$ cat src/rtl/smac_pkg.sv
package smac_pkg;
   localparam logic [7:0] MODE_MAC_LO = 8'h07;
   localparam logic [7:0] MODE_MAC_HI = 8'h17;
   localparam logic [7:0] MODE_RD_HI  = 8'h13;
   localparam int         FLAG_W      = 4;
   localparam int         FLAG_V_BIT  = 2;

   typedef enum logic [1:0] {
      OPK_OTHER  = 2'd0,
      OPK_MAC_LO = 2'd1,
      OPK_MAC_HI = 2'd2,
      OPK_RD_HI  = 2'd3
   } op_kind_e;
endpackage

$ cat src/rtl/smac_decode.sv
module smac_decode
   import smac_pkg::*;
#(
   parameter int MODE_W = 8
) (
   input  logic [MODE_W-1:0] mode,
   output op_kind_e          kind
);
   if (MODE_W != 8) begin : g_bad_mode_w
      $error("smac_decode: MODE_W must be 8");
   end

   always_comb begin
      unique case (mode)
         MODE_MAC_LO: kind = OPK_MAC_LO;
         MODE_MAC_HI: kind = OPK_MAC_HI;
         MODE_RD_HI:  kind = OPK_RD_HI;
         default:     kind = OPK_OTHER;
      endcase
   end
endmodule

$ cat src/rtl/smac_macc.sv
module smac_macc #(
   parameter int ARG_W = 16,
   parameter int ACC_W = 32
) (
   input  logic signed [ARG_W-1:0] arg_a,
   input  logic signed [ARG_W-1:0] arg_b,
   input  logic        [ACC_W-1:0] acc_old,
   output logic        [ACC_W-1:0] acc_new,
   output logic                    ovf
);
   localparam int MSB = ACC_W - 1;

   if (ACC_W != 2 * ARG_W) begin : g_bad_acc_w
      $error("smac_macc: ACC_W must equal 2*ARG_W");
   end

   logic signed [ACC_W-1:0] prod;
   logic                    s_prod, s_old, s_new;

   assign prod    = arg_a * arg_b;
   assign acc_new = acc_old + prod;
   assign s_prod  = prod[MSB];
   assign s_old   = acc_old[MSB];
   assign s_new   = acc_new[MSB];
   assign ovf     = (~s_prod & ~s_old & s_new) | (s_prod & s_old & ~s_new);
endmodule

$ cat src/rtl/smac_halfsel.sv
module smac_halfsel #(
   parameter int WORD_W = 32,
   parameter int OUT_W  = 16
) (
   input  logic [WORD_W-1:0] word,
   input  logic              sel_hi,
   output logic [OUT_W-1:0]  half
);
   localparam int NPART = WORD_W / OUT_W;

   if (NPART != 2 || WORD_W % OUT_W != 0) begin : g_bad_split
      $error("smac_halfsel: WORD_W must be twice OUT_W");
   end

   logic [OUT_W-1:0] part [NPART];

   for (genvar gi = 0; gi < NPART; gi++) begin : g_part
      assign part[gi] = word[gi*OUT_W +: OUT_W];
   end

   assign half = sel_hi ? part[NPART-1] : part[0];
endmodule

$ cat src/rtl/smac_unit.sv
module smac_unit
   import smac_pkg::*;
#(
   parameter int ARG_W  = 16,
   parameter int MODE_W = 8
) (
   input  logic              clk,
   input  logic              rst,
   input  logic              mode_we,
   input  logic [MODE_W-1:0] mode_in,
   input  logic              op_go,
   input  logic [ARG_W-1:0]  op_a,
   input  logic [ARG_W-1:0]  op_b,
   output logic [ARG_W-1:0]  res_out,
   output logic [FLAG_W-1:0] flags_out
);
   localparam int ACC_W = 2 * ARG_W;

   logic [MODE_W-1:0] mode_q;
   logic [ACC_W-1:0]  acc_q;
   logic              ovf_q;
   logic [ARG_W-1:0]  out_q;

   op_kind_e          kind;
   logic [ACC_W-1:0]  acc_sum;
   logic              sum_ovf;
   logic [ACC_W-1:0]  sel_word;
   logic              sel_hi;
   logic [ARG_W-1:0]  sel_half;

   smac_decode #(.MODE_W(MODE_W)) u_dec (
      .mode (mode_q),
      .kind (kind)
   );

   smac_macc #(.ARG_W(ARG_W), .ACC_W(ACC_W)) u_macc (
      .arg_a   (op_a),
      .arg_b   (op_b),
      .acc_old (acc_q),
      .acc_new (acc_sum),
      .ovf     (sum_ovf)
   );

   assign sel_word = (kind == OPK_RD_HI) ? acc_q : acc_sum;
   assign sel_hi   = (kind != OPK_MAC_LO);

   smac_halfsel #(.WORD_W(ACC_W), .OUT_W(ARG_W)) u_sel (
      .word   (sel_word),
      .sel_hi (sel_hi),
      .half   (sel_half)
   );

   always_ff @(posedge clk) begin
      if (rst) begin
         mode_q <= '0;
         acc_q  <= '0;
         ovf_q  <= 1'b0;
         out_q  <= '0;
      end else begin
         if (mode_we) mode_q <= mode_in;
         if (op_go) begin
            unique case (kind)
               OPK_MAC_LO, OPK_MAC_HI: begin
                  acc_q <= acc_sum;
                  ovf_q <= sum_ovf;
                  out_q <= sel_half;
               end
               OPK_RD_HI: out_q <= sel_half;
               default: begin
                  ovf_q <= 1'b0;
                  out_q <= '0;
               end
            endcase
         end
      end
   end

   always_comb begin
      flags_out             = '0;
      flags_out[FLAG_V_BIT] = ovf_q;
   end
   assign res_out = out_q;
endmodule

$ cat config.mk
export PLATFORM = sky130hd
export DESIGN_NAME = smac_unit
export DESIGN_NICKNAME = d
export VERILOG_FILES = /design/src/rtl/smac_pkg.sv /design/src/rtl/smac_decode.sv /design/src/rtl/smac_macc.sv /design/src/rtl/smac_halfsel.sv /design/src/rtl/smac_unit.sv
export SDC_FILE = /design/constraint.sdc
export NUM_CORES = 1
export LEC_CHECK = 0
export ABC_AREA = 1
export BUFFER_PORTS_ARGS = -buffer_cell sky130_fd_sc_hd__buf_2
export CAP_MARGIN = 20
export CORE_MARGIN = 1
export CORE_UTILIZATION = 65
export CTS_CLUSTER_DIAMETER = 100
export DETAILED_ROUTE_END_ITERATION = 10
export MAX_ROUTING_LAYER = met4
export PLACE_DENSITY = 0.89
export SETUP_SLACK_MARGIN = 0.3
export SYNTH_ARGS = -nofsm -noshare
export SYNTH_HDL_FRONTEND = slang
export SYNTH_SLANG_ARGS = --single-unit
export TNS_END_PERCENT = 50
$ cat constraint.sdc
create_clock -name clk -period 13.65 [get_ports clk]
set_clock_uncertainty 0.1 [all_clocks]
set_input_delay 2.73 -clock clk [delete_from_list [all_inputs] [get_ports clk]]
set_output_delay 2.73 -clock clk [all_outputs]
set_load 0.005 [all_outputs]
* Word level (Yosys, flattened, before mapping)
Index checks and enable logic that the tools add are counted.
** Storage, ports and cells
- Bits in registers :: 57
- Input port bits :: 44
- Word-level logic and storage cells :: 31
** Cells by class
- Multipliers :: 1
- Add/sub/neg operators :: 1
- Equal/unequal tests :: 7
- Reduce and logical (&&, ||, !) cells :: 4
- Mux-type cells :: 5
- Bitwise gates (word level) :: 9
** Operator list (count)
- adder 32 bit :: 1
- multiplier 16 x 16 -> 32 bit :: 1
- 2-to-1 mux 16 bit :: 2
- 2-to-1 mux 32 bit :: 1
- == test 8 x 5 -> 1 bit (second input constant) :: 2
- == test 8 x 3 -> 1 bit (second input constant) :: 1
- case mux 2 bit (3 select lines) :: 1
- AND 1 bit :: 4
- == test 2 bit (second input constant) :: 2
- NOT 1 bit :: 4
- AND reduction 2 bit :: 2
- OR reduction 3 bit :: 1
- == test 2 x 1 -> 1 bit (second input constant) :: 1
- != test 2 x 1 -> 1 bit (second input constant) :: 1
- case mux 1 bit (2 select lines) :: 1
- OR reduction 2 bit :: 1
- OR 1 bit :: 1

* Depth between registers and ports, before layout
Gate-level depths: netlist of run 1.
- Depth in word-level cells :: 6
- Depth in mapped cells :: 41
- Depth with buffers taken out :: 39

* Cells and area by module
Synthesis of run 1 repeated with hierarchy kept, for this count alone.
** Unflattened totals
- Cell total of the unflattened synthesis :: 2196
- Area total of the unflattened synthesis :: 15513.6 um^2
** Modules (own cells, without submodules)
- smac_macc :: sequential area each 0.0 um^2, cells each 1763, area each 12638.4 um^2, instances 1
- smac_unit :: sequential area each 1141.1 um^2, cells each 370, area each 2577.5 um^2, instances 1
- smac_halfsel :: sequential area each 0.0 um^2, cells each 52, area each 244.0 um^2, instances 1
- smac_decode :: sequential area each 0.0 um^2, cells each 11, area each 53.8 um^2, instances 1

* Least setup slack after synthesis of run 1
OpenSTA, ideal clock, no wires.
- Path type :: input port to flip-flop
- Start :: input op_a[7]
- End :: register out_q[12], in the netlist res_out[12]
- Library setup time :: 130 ps
- Data arrival time :: 8952 ps
- Data required time :: 13420 ps
- Slack :: 4468 ps
- Stages :: 36
- Cell sequence :: clkbuf_1 -> clkbuf_1 -> nand2_1 -> fa_1 -> inv_1 -> fa_1 -> inv_1 -> fa_1 -> inv_1 -> fa_1 -> fa_1 -> inv_1 -> fa_1 -> inv_1 -> ha_1 -> a21oi_1 -> o21ai_0 -> a21oi_1 -> nand3_1 -> a21o_1 -> nand2_1 -> nand2_1 -> xor2_1 -> ha_1 -> nand2_1 -> nor2_1 -> and2_1 -> and2_1 -> nand2_1 -> nand2_1 -> nand2_1 -> nand3_1 -> nand2_1 -> nand2_1 -> nand2_1 -> a21oi_2
** On the way
- Word-level cells in the longest chain between the ends :: 5
** RTL lines
- start: declaration :: line smac_unit.sv:12 : input logic [ARG_W-1:0] op_a,
- multiplier 16 x 16 -> 32 bit :: line smac_macc.sv:20 : assign prod = arg_a * arg_b;
- adder 32 bit :: line smac_macc.sv:21 : assign acc_new = acc_old + prod;
- 2-to-1 mux 32 bit :: line smac_unit.sv:44 : assign sel_word = (kind == OPK_RD_HI) ? acc_q : acc_sum;
- 2-to-1 mux 16 bit :: line smac_halfsel.sv:21 : assign half = sel_hi ? part[NPART-1] : part[0];
- 2-to-1 mux 16 bit :: line smac_unit.sv:62 : unique case (kind)
- end signal: assignment :: line smac_unit.sv:66 : out_q <= sel_half;
- end signal: assignment :: line smac_unit.sv:68 : OPK_RD_HI: out_q <= sel_half;
- end: declaration :: line smac_unit.sv:22 : logic [ARG_W-1:0] out_q;
Every way passes these cells.
A chain may end at the register's enable or synchronous reset.

* Worst setup path in the final report of run 1
- Start :: input op_b[1]
- End :: register out_q[15], in the netlist res_out[15]
** On the way
- Word-level cells in the longest chain between the ends :: 5
** RTL lines
- start: declaration :: line smac_unit.sv:13 : input logic [ARG_W-1:0] op_b,
- multiplier 16 x 16 -> 32 bit :: line smac_macc.sv:20
- adder 32 bit :: line smac_macc.sv:21
- 2-to-1 mux 32 bit :: line smac_unit.sv:44
- 2-to-1 mux 16 bit :: line smac_halfsel.sv:21
- 2-to-1 mux 16 bit :: line smac_unit.sv:62
Every way passes these cells.

==> metrics.log, run 1 <==
[metrics] worst hold path class: register to register
[metrics] share of the synthesized area in the top cell type: 0.3400
[metrics] cell types occupying the most area after synthesis: fa_1, inv_1, nand2_1
[metrics] number of buffers added on ports: 60
[metrics] antenna violation net count after detailed routing: 0
[metrics] Longest Clk Path Bufs: 2
[metrics] Filler Cell Count: 1947
[metrics] total number of cells along the worst setup path: 36
[metrics] residual DRC count: 0
[metrics] hold violation total from the final report: 0
[metrics] maximum number of pins on one net before global-route repair: 41
[metrics] std cell rows: 56
[metrics] arrival time at the worst endpoint: 9980 ps
[metrics] CP delay by family, top: adder cells
[metrics] setup repair after global routing missed its margin: false
[metrics] measured slew at the worst slew-check pin: 1117 ps
[metrics] Yosys warning count: 0
[metrics] Top Ports: 64
[metrics] Resize count post-CTS: 0
[metrics] cell depth of the worst flop-to-flop path: 12
[metrics] post-detail-place hpwl: approximately 34000 um
[metrics] Period minus WS final: roughly 10000 ps
[metrics] remaining max-slew budget at the tightest pin: 0.2556
[metrics] TritonCTS clock tree: done
[metrics] hold path depth: 2
[metrics] post-layout net count: approximately 2600
[metrics] share of layout cells above drive strength 1: 0.05648
[metrics] area share of xor/xnor cells in the synthesized design: 0.02715
[metrics] via count of the routed design: 13672
[metrics] max cap viols: 0
[metrics] antenna violations before repair: 1
[metrics] sort of element at the end of the critical path: register
[metrics] Critical path destination: res_out[15]
[metrics] clock-pin slew on the worst setup and hold paths: approximately 60 ps
[metrics] number of distinct library cell variants in the gate-level netlist after synthesis: 46
[metrics] proportion of synthesized area in mux cells: 0
[metrics] CP max-delay cell: fa_1
[metrics] Synth Area in Compound Gates: 0.07724
[metrics] Max Clk Rate: ~0.10 GHz
[metrics] total die area: 0.02445 mm^2
[metrics] Num CTS Buffers: 9
[metrics] highest-count cells in the layout ignoring fill and taps: inv_1, nand2_1, fa_1
[metrics] detailed-route wire length per cell: around 16 um
[metrics] startpoint type of the worst setup path: input pin
[metrics] FF-to-FF Start: mode_q[6]
[metrics] total detailed-routing wirelength: 39870 um
[metrics] wire length of the first global-routing pass: approximately 67000 um
[metrics] destination of the worst register-to-register timing path: res_out[9]
[metrics] combined buffer and inverter count along the critical path: 8
[metrics] Mapped Area: 0.01549 mm^2
[metrics] H-Tree Level Count: 3
[metrics] synthesized instance count: 2211
[metrics] Worst EP required: 13820 ps
[metrics] average size of a mapped cell: roughly 7 um^2
[metrics] clock latency on the worst-skew pair: 340 ps
[metrics] layout-stage area growth over the synthesis result: 4.509%
[metrics] Initial Util: 0.6617
[metrics] largest family of logic cells by synthesized area: adder cells
[metrics] sequential-to-total area share from yosys stat: 0.07369
[metrics] clock net sink count: between 50 and 60
[metrics] status: finished clean
[metrics] core box area: about 0.023 mm^2
[metrics] critical path's largest stage delay: about 660 ps
[metrics] violation count after the first detailed-routing iteration: 994
[metrics] number of hold buffers added after cts: 0
[metrics] total routing usage reported by global routing: 0.3572
[metrics] biggest fanout along the worst timing path: 16
[metrics] Post-synth ARST share: 0
[metrics] total iterations of the first detailed-routing run: 6
[metrics] weighted congestion reported at the end of routability-driven placement: 0.9799
[metrics] cell mode on critical path: nand2_1
[metrics] top cell type by total area after synthesis: fa_1
[metrics] origin of the worst setup path: op_b[1]
[metrics] average vias per placed instance: ~5.4
[metrics] clk root buf: clkbuf_16
[metrics] count of state elements after synthesis: 57
[metrics] leading cell type in the layout, fill and taps excluded: inv_1
[metrics] worst reg-to-reg setup slack: between 10000 and 15000 ps
[metrics] Synth Area in Simple Gates: 0.2146
[metrics] top flip-flop cell by instance count after synthesis: dfxtp_1
[metrics] share of the cycle needed by the critical path after routing: 0.7186
[metrics] adder and majority cell fraction of the synthesized area: 0.4361
[metrics] final-report setup violation count: 0
[metrics] final-report max-slew violation count: 0
[metrics] classification of the worst setup path: input pin to register
[metrics] horizontal die dimension: about 160 um
[metrics] Die Height: around 160 um
[metrics] vias in the first global route: roughly 14000
[metrics] EDFF count, synth: 0
[metrics] total setup buffers inserted after CTS: 0
[metrics] total grt overflow: 0
[metrics] setup total negative slack: 0 ps
## final cells by class
| class | count | area (um^2) | area share |
|---|---|---|---|
| clock inverter | 7 | 61.31 | 0.003788 |
| sequential | 57 | 1141 | 0.07051 |
| clock buffer | 9 | 225.2 | 0.01392 |
| multi-input combinational | 1460 | 11710 | 0.7232 |
| tap | 319 | 399.1 | 0.02466 |
| timing repair buffer | 64 | 337.8 | 0.02087 |
| inverter | 616 | 2312 | 0.1429 |
| antenna | 1 | 2.502 | 0.0001546 |
## registers in the layout (all words and copies together), names as in the netlist
signal   count
acc_q       32
mode_q       8
ovf_q        1
res_out     16
## through the flow
step | std cells | utilization | instance area [um^2] | hold slack (ps) | setup WS, ps
6_report | 2533 | 0.6916 | 16180 | 364.5 | 3841
5_1_grt | 2533 | 0.6916 | 16180 | 388.3 | 3471
4_1_cts | 2531 | 0.6908 | 16170 | 365.5 | 3905
3_5_place_dp | 2515 | 0.6786 | 15880 | 356.2 | 3583
3_3_place_gp | 2515 | 0.6786 | 15880 | 349.4 | 3643
2_1_floorplan | 2213 | - | 15490 | 343.9 | 4468
## logic make-up (layout without fill, tap and decap cells)
family | count (synthesis) | after routing
and+or+nand+nor | 819 | 819
buffers and inverters | 696 | 696
adders and majority gates | 382 | 382
AOI/OAI and AO/OA | 208 | 208
DFF | 57 | 57
xor gates and xnor gates | 48 | 48
other | 1 | 4
## Yosys cell counts (5+ instances only)
| cell | instances |
|---|---|
| nand2_2 | 10 |
| fa_1 | 263 |
| dfxtp_1 | 57 |
| buf_4 | 5 |
| clkbuf_1 | 65 |
| inv_1 | 610 |
| nand4_1 | 8 |
| a21oi_2 | 6 |
| nor2_2 | 8 |
| o21ai_1 | 5 |
| or2_2 | 7 |
| a21o_1 | 5 |
| a21oi_1 | 102 |
| nand3_1 | 62 |
| buf_1 | 5 |
| ha_1 | 119 |
| nor2_1 | 105 |
| xor2_1 | 33 |
| nand2_1 | 593 |
| o21ai_0 | 47 |
| xnor2_1 | 15 |
| o211ai_1 | 23 |
| nor3_1 | 8 |
## worst reg2reg max path, delay by kind of cell, from the launching register on
family          cells  cell delay (ps)
fa+ha+maj           1              910
simple gates        5              550
compound gates      3              420
flops               1              310
buf+inv             3              790
## per-layer routing
layer / global-route usage / vias up / routed length, um
met5: - / - / 0
met4: 0.1774 / 0 / 1861
met3: 0.05456 / 164 / 3050
met2: 0.5880 / 640 / 19200
met1: 0.4284 / 6418 / 15760
li1: - / 6450 / -
## how the worst min path moves through the flow
stage | start | endpoint | slack [ps]
after floorplan | ovf_q | ovf_q | 340
after global placement | res_out[5] | res_out[5] | 350
after detailed placement | res_out[1] | res_out[1] | 360
after CTS | res_out[5] | res_out[5] | 370
after global routing | res_out[4] | res_out[4] | 390
final | res_out[5] | res_out[5] | 360
Power of run 1 is not shown: default switching activity piles up to over one toggle a cycle in this logic, so the estimate is an artifact.
==> inputs of run 2 (changes only) <==
Settings changed: CORE_UTILIZATION 65 to 59, PLACE_DENSITY 0.89 to 0.86.
Clock period 13.65 ns to 8.9 ns, I/O delays scaled along.
==> metrics.log, run 2 (synthesis gave the netlist of run 1 again) <==
[metrics] status: finished clean (unchanged)
[metrics] share of layout cells above drive strength 1: 0.09414 (was 0.05648)
[metrics] Util after Layout: 0.6621 (was 0.6916)
[metrics] post-detail-place hpwl: 34000 um (was 33570 um)
[metrics] startpoint type of the worst setup path: input pin (unchanged)
[metrics] number of hold buffers added after cts: 0 (unchanged)
[metrics] total detailed-routing wirelength: 40330 um (was 39870 um)
[metrics] core box area: 0.02547 mm^2 (was 0.02340 mm^2)
[metrics] met3 usage in global routing: 0.03232 (was 0.05456)
[metrics] worst path setup slack after routing: 604.4 ps (was 3841 ps)
[metrics] max cap viols: 0 (unchanged)
[metrics] clock-pin slew on the worst setup and hold paths: 60 ps (about the same)
[metrics] H-Tree Level Count: 3 (unchanged)
[metrics] via count of the routed design: 13797 (was 13672)
[metrics] horizontal die dimension: 164.0 um (was 156.4 um)
[metrics] vias in the first global route: 14294 (was 14285)
[metrics] highest-count cells in the layout ignoring fill and taps: inv_1, nand2_1, fa_1 (unchanged)
[metrics] wire length of the first global-routing pass: 67200 um (was 66630 um)
[metrics] clock net sink count: 57 (unchanged)
[metrics] Num CTS Buffers: 9 (unchanged)
[metrics] met2 Usage GRT: 0.5587 (was 0.5880)
[metrics] Max Clk Rate: approximately 0.12 GHz
[metrics] critical path's largest stage delay: 560 ps (was 660 ps)
[metrics] FF-to-FF Start: mode_q[6] (unchanged)
[metrics] total routing usage reported by global routing: 0.3243 (was 0.3572)
[metrics] final-report max-slew violation count: 0 (unchanged)
[metrics] worst reg-to-reg setup slack: 5680 ps (was 10420 ps)
[metrics] origin of the worst min-delay path: res_out[6] (was res_out[5])
[metrics] CP max-delay cell: fa_1 (unchanged)
[metrics] residual DRC count: 0 (unchanged)
[metrics] remaining max-slew budget at the tightest pin: 0.5963 (was 0.2556)
[metrics] Longest Clk Path Bufs: 2 (unchanged)
[metrics] Placed Cells incl. Taps: 2562 (was 2515)
[metrics] classification of the worst setup path: input pin to register (unchanged)
[metrics] TritonCTS clock tree: done (unchanged)
[metrics] Period minus WS final: 8296 ps
[metrics] std cell rows: 58 (was 56)
[metrics] average vias per placed instance: 5.344 (was 5.398)
[metrics] flip-flop count of the largest register after layout: 32 (unchanged)
[metrics] most flop-heavy register: acc_q (unchanged)
[metrics] Die Height: 164.0 um (was 156.4 um)
[metrics] measured slew at the worst slew-check pin: 601.8 ps (was 1117 ps)
[metrics] Antenna diodes: 0 (was 1)
[metrics] clock latency on the worst-skew pair: 340 ps (about the same)
[metrics] Top Usage Layer GRT: met2 (unchanged)
[metrics] setup repair after global routing missed its margin: true (was false)
[metrics] total iterations of the first detailed-routing run: 5 (was 6)
[metrics] hold violation total from the final report: 0 (unchanged)
[metrics] maximum number of pins on one net before global-route repair: 57 (was 41)
[metrics] leading cell type in the layout, fill and taps excluded: inv_1 (unchanged)
[metrics] worst-case setup slack after placement: -204.7 ps (was 3583 ps)
[metrics] total die area: 0.02690 mm^2 (was 0.02445 mm^2)
[metrics] total grt overflow: 0 (unchanged)
[metrics] Top Ports: 64 (unchanged)
[metrics] worst hold path class: register to register (unchanged)
[metrics] Initial Util: 0.6080 (was 0.6617)
[metrics] violation count after the first detailed-routing iteration: 985 (was 994)
[metrics] arrival time at the worst endpoint: 8460 ps (was 9980 ps)
[metrics] clk root buf: clkbuf_16 (unchanged)
[metrics] post-layout net count: 2673 (was 2634)
[metrics] cell depth of the worst flop-to-flop path: 13 (was 12)
[metrics] global routing usage on met1: 0.4030 (was 0.4284)
[metrics] number of buffers added on ports: 60 (unchanged)
[metrics] sort of element at the end of the critical path: register (unchanged)
[metrics] biggest fanout along the worst timing path: 10 (was 16)
[metrics] destination of the worst register-to-register timing path: res_out[7] (was res_out[9])
[metrics] share of the cycle needed by the critical path after routing: 0.9321
[metrics] hold path endpoint: res_out[6] (was res_out[5])
[metrics] antenna violations before repair: 0 (was 1)
[metrics] count of non-filler cells in the finished layout: 2582 (was 2533)
[metrics] final-report setup violation count: 0 (unchanged)
[metrics] antenna violation net count after detailed routing: 0 (unchanged)
[metrics] weighted congestion reported at the end of routability-driven placement: 0.9718 (was 0.9799)
[metrics] hold path depth: 2 (unchanged)
[metrics] Worst EP required: 9070 ps (was 13820 ps)
[metrics] layout-stage area growth over the synthesis result: 8.903% (was 4.509%)
[metrics] detailed-route wire length per cell: 15.62 um (was 15.74 um)
==> run 2: cell types whose count changed in the layout (fill, tap and decap cells not counted), sizes merged <==
cell,change
clkinvlp,-1
diode,-1
bufinv,+1
clkbuf,+11
buf,+28
==> run 2: metrics by stage <==
| stage | hold slack, ps | cell area [um^2] | TNS, ps |
|---|---|---|---|
| 3_3_place_gp | 351.2 | 16160 | -793.6 |
| 6_report | 367.7 | 16860 | 0 |
| 4_1_cts | 363.4 | 16500 | 0 |
| 2_1_floorplan | 343.9 | 15490 | 0 |
| 3_5_place_dp | 354.0 | 16160 | -1132 |
| 5_1_grt | 393.4 | 16860 | 0 |
==> run 2: worst max-delay path, delay by kind of cell <==
kind / cells / cell delay, ps
adders and majority gates: 8 / 3380
AOI/OAI and AO/OA: 5 / 850
xor gates and xnor gates: 1 / 180
and+or+nand+nor: 11 / 1470
buffers and inverters: 8 / 770
==> run 2: final cells by class <==
cell class,count,area [um^2]
inverter,616,2312
clock inverter,7,83.83
multi-input combinational,1460,12000
tap,330,412.9
timing repair buffer,103,693.2
clock buffer,9,225.2
sequential,57,1141
fill,2102,8607
==> run 2: how the worst max path moves through the flow <==
stage,start,end,slack [ps],cells after the start
2_1_floorplan,op_a[7],res_out[12],670,36
3_3_place_gp,op_b[1],res_out[13],-170,36
3_5_place_dp,op_b[1],res_out[15],-200,35
4_1_cts,op_b[1],ovf_q,330,34
5_1_grt,op_a[10],res_out[11],250,36
6_report,op_a[5],res_out[3],600,33
==> run 2: timing repair <==
| action | in CTS | in global routing |
|---|---|---|
| endpoints found under the setup margin | 11 | 23 |
| setup buffers | 1 | 2 |
| pin swaps | 1 | 12 |
| resized for setup | 5 | 74 |
==> run 2: metal layers <==
metal | vias up | wire, um
met5 | - | 0
met4 | 0 | 1256
met3 | 112 | 2661
met2 | 543 | 20310
met1 | 6648 | 16100
li1 | 6494 | -
Power of run 2 is left out for the same reason.
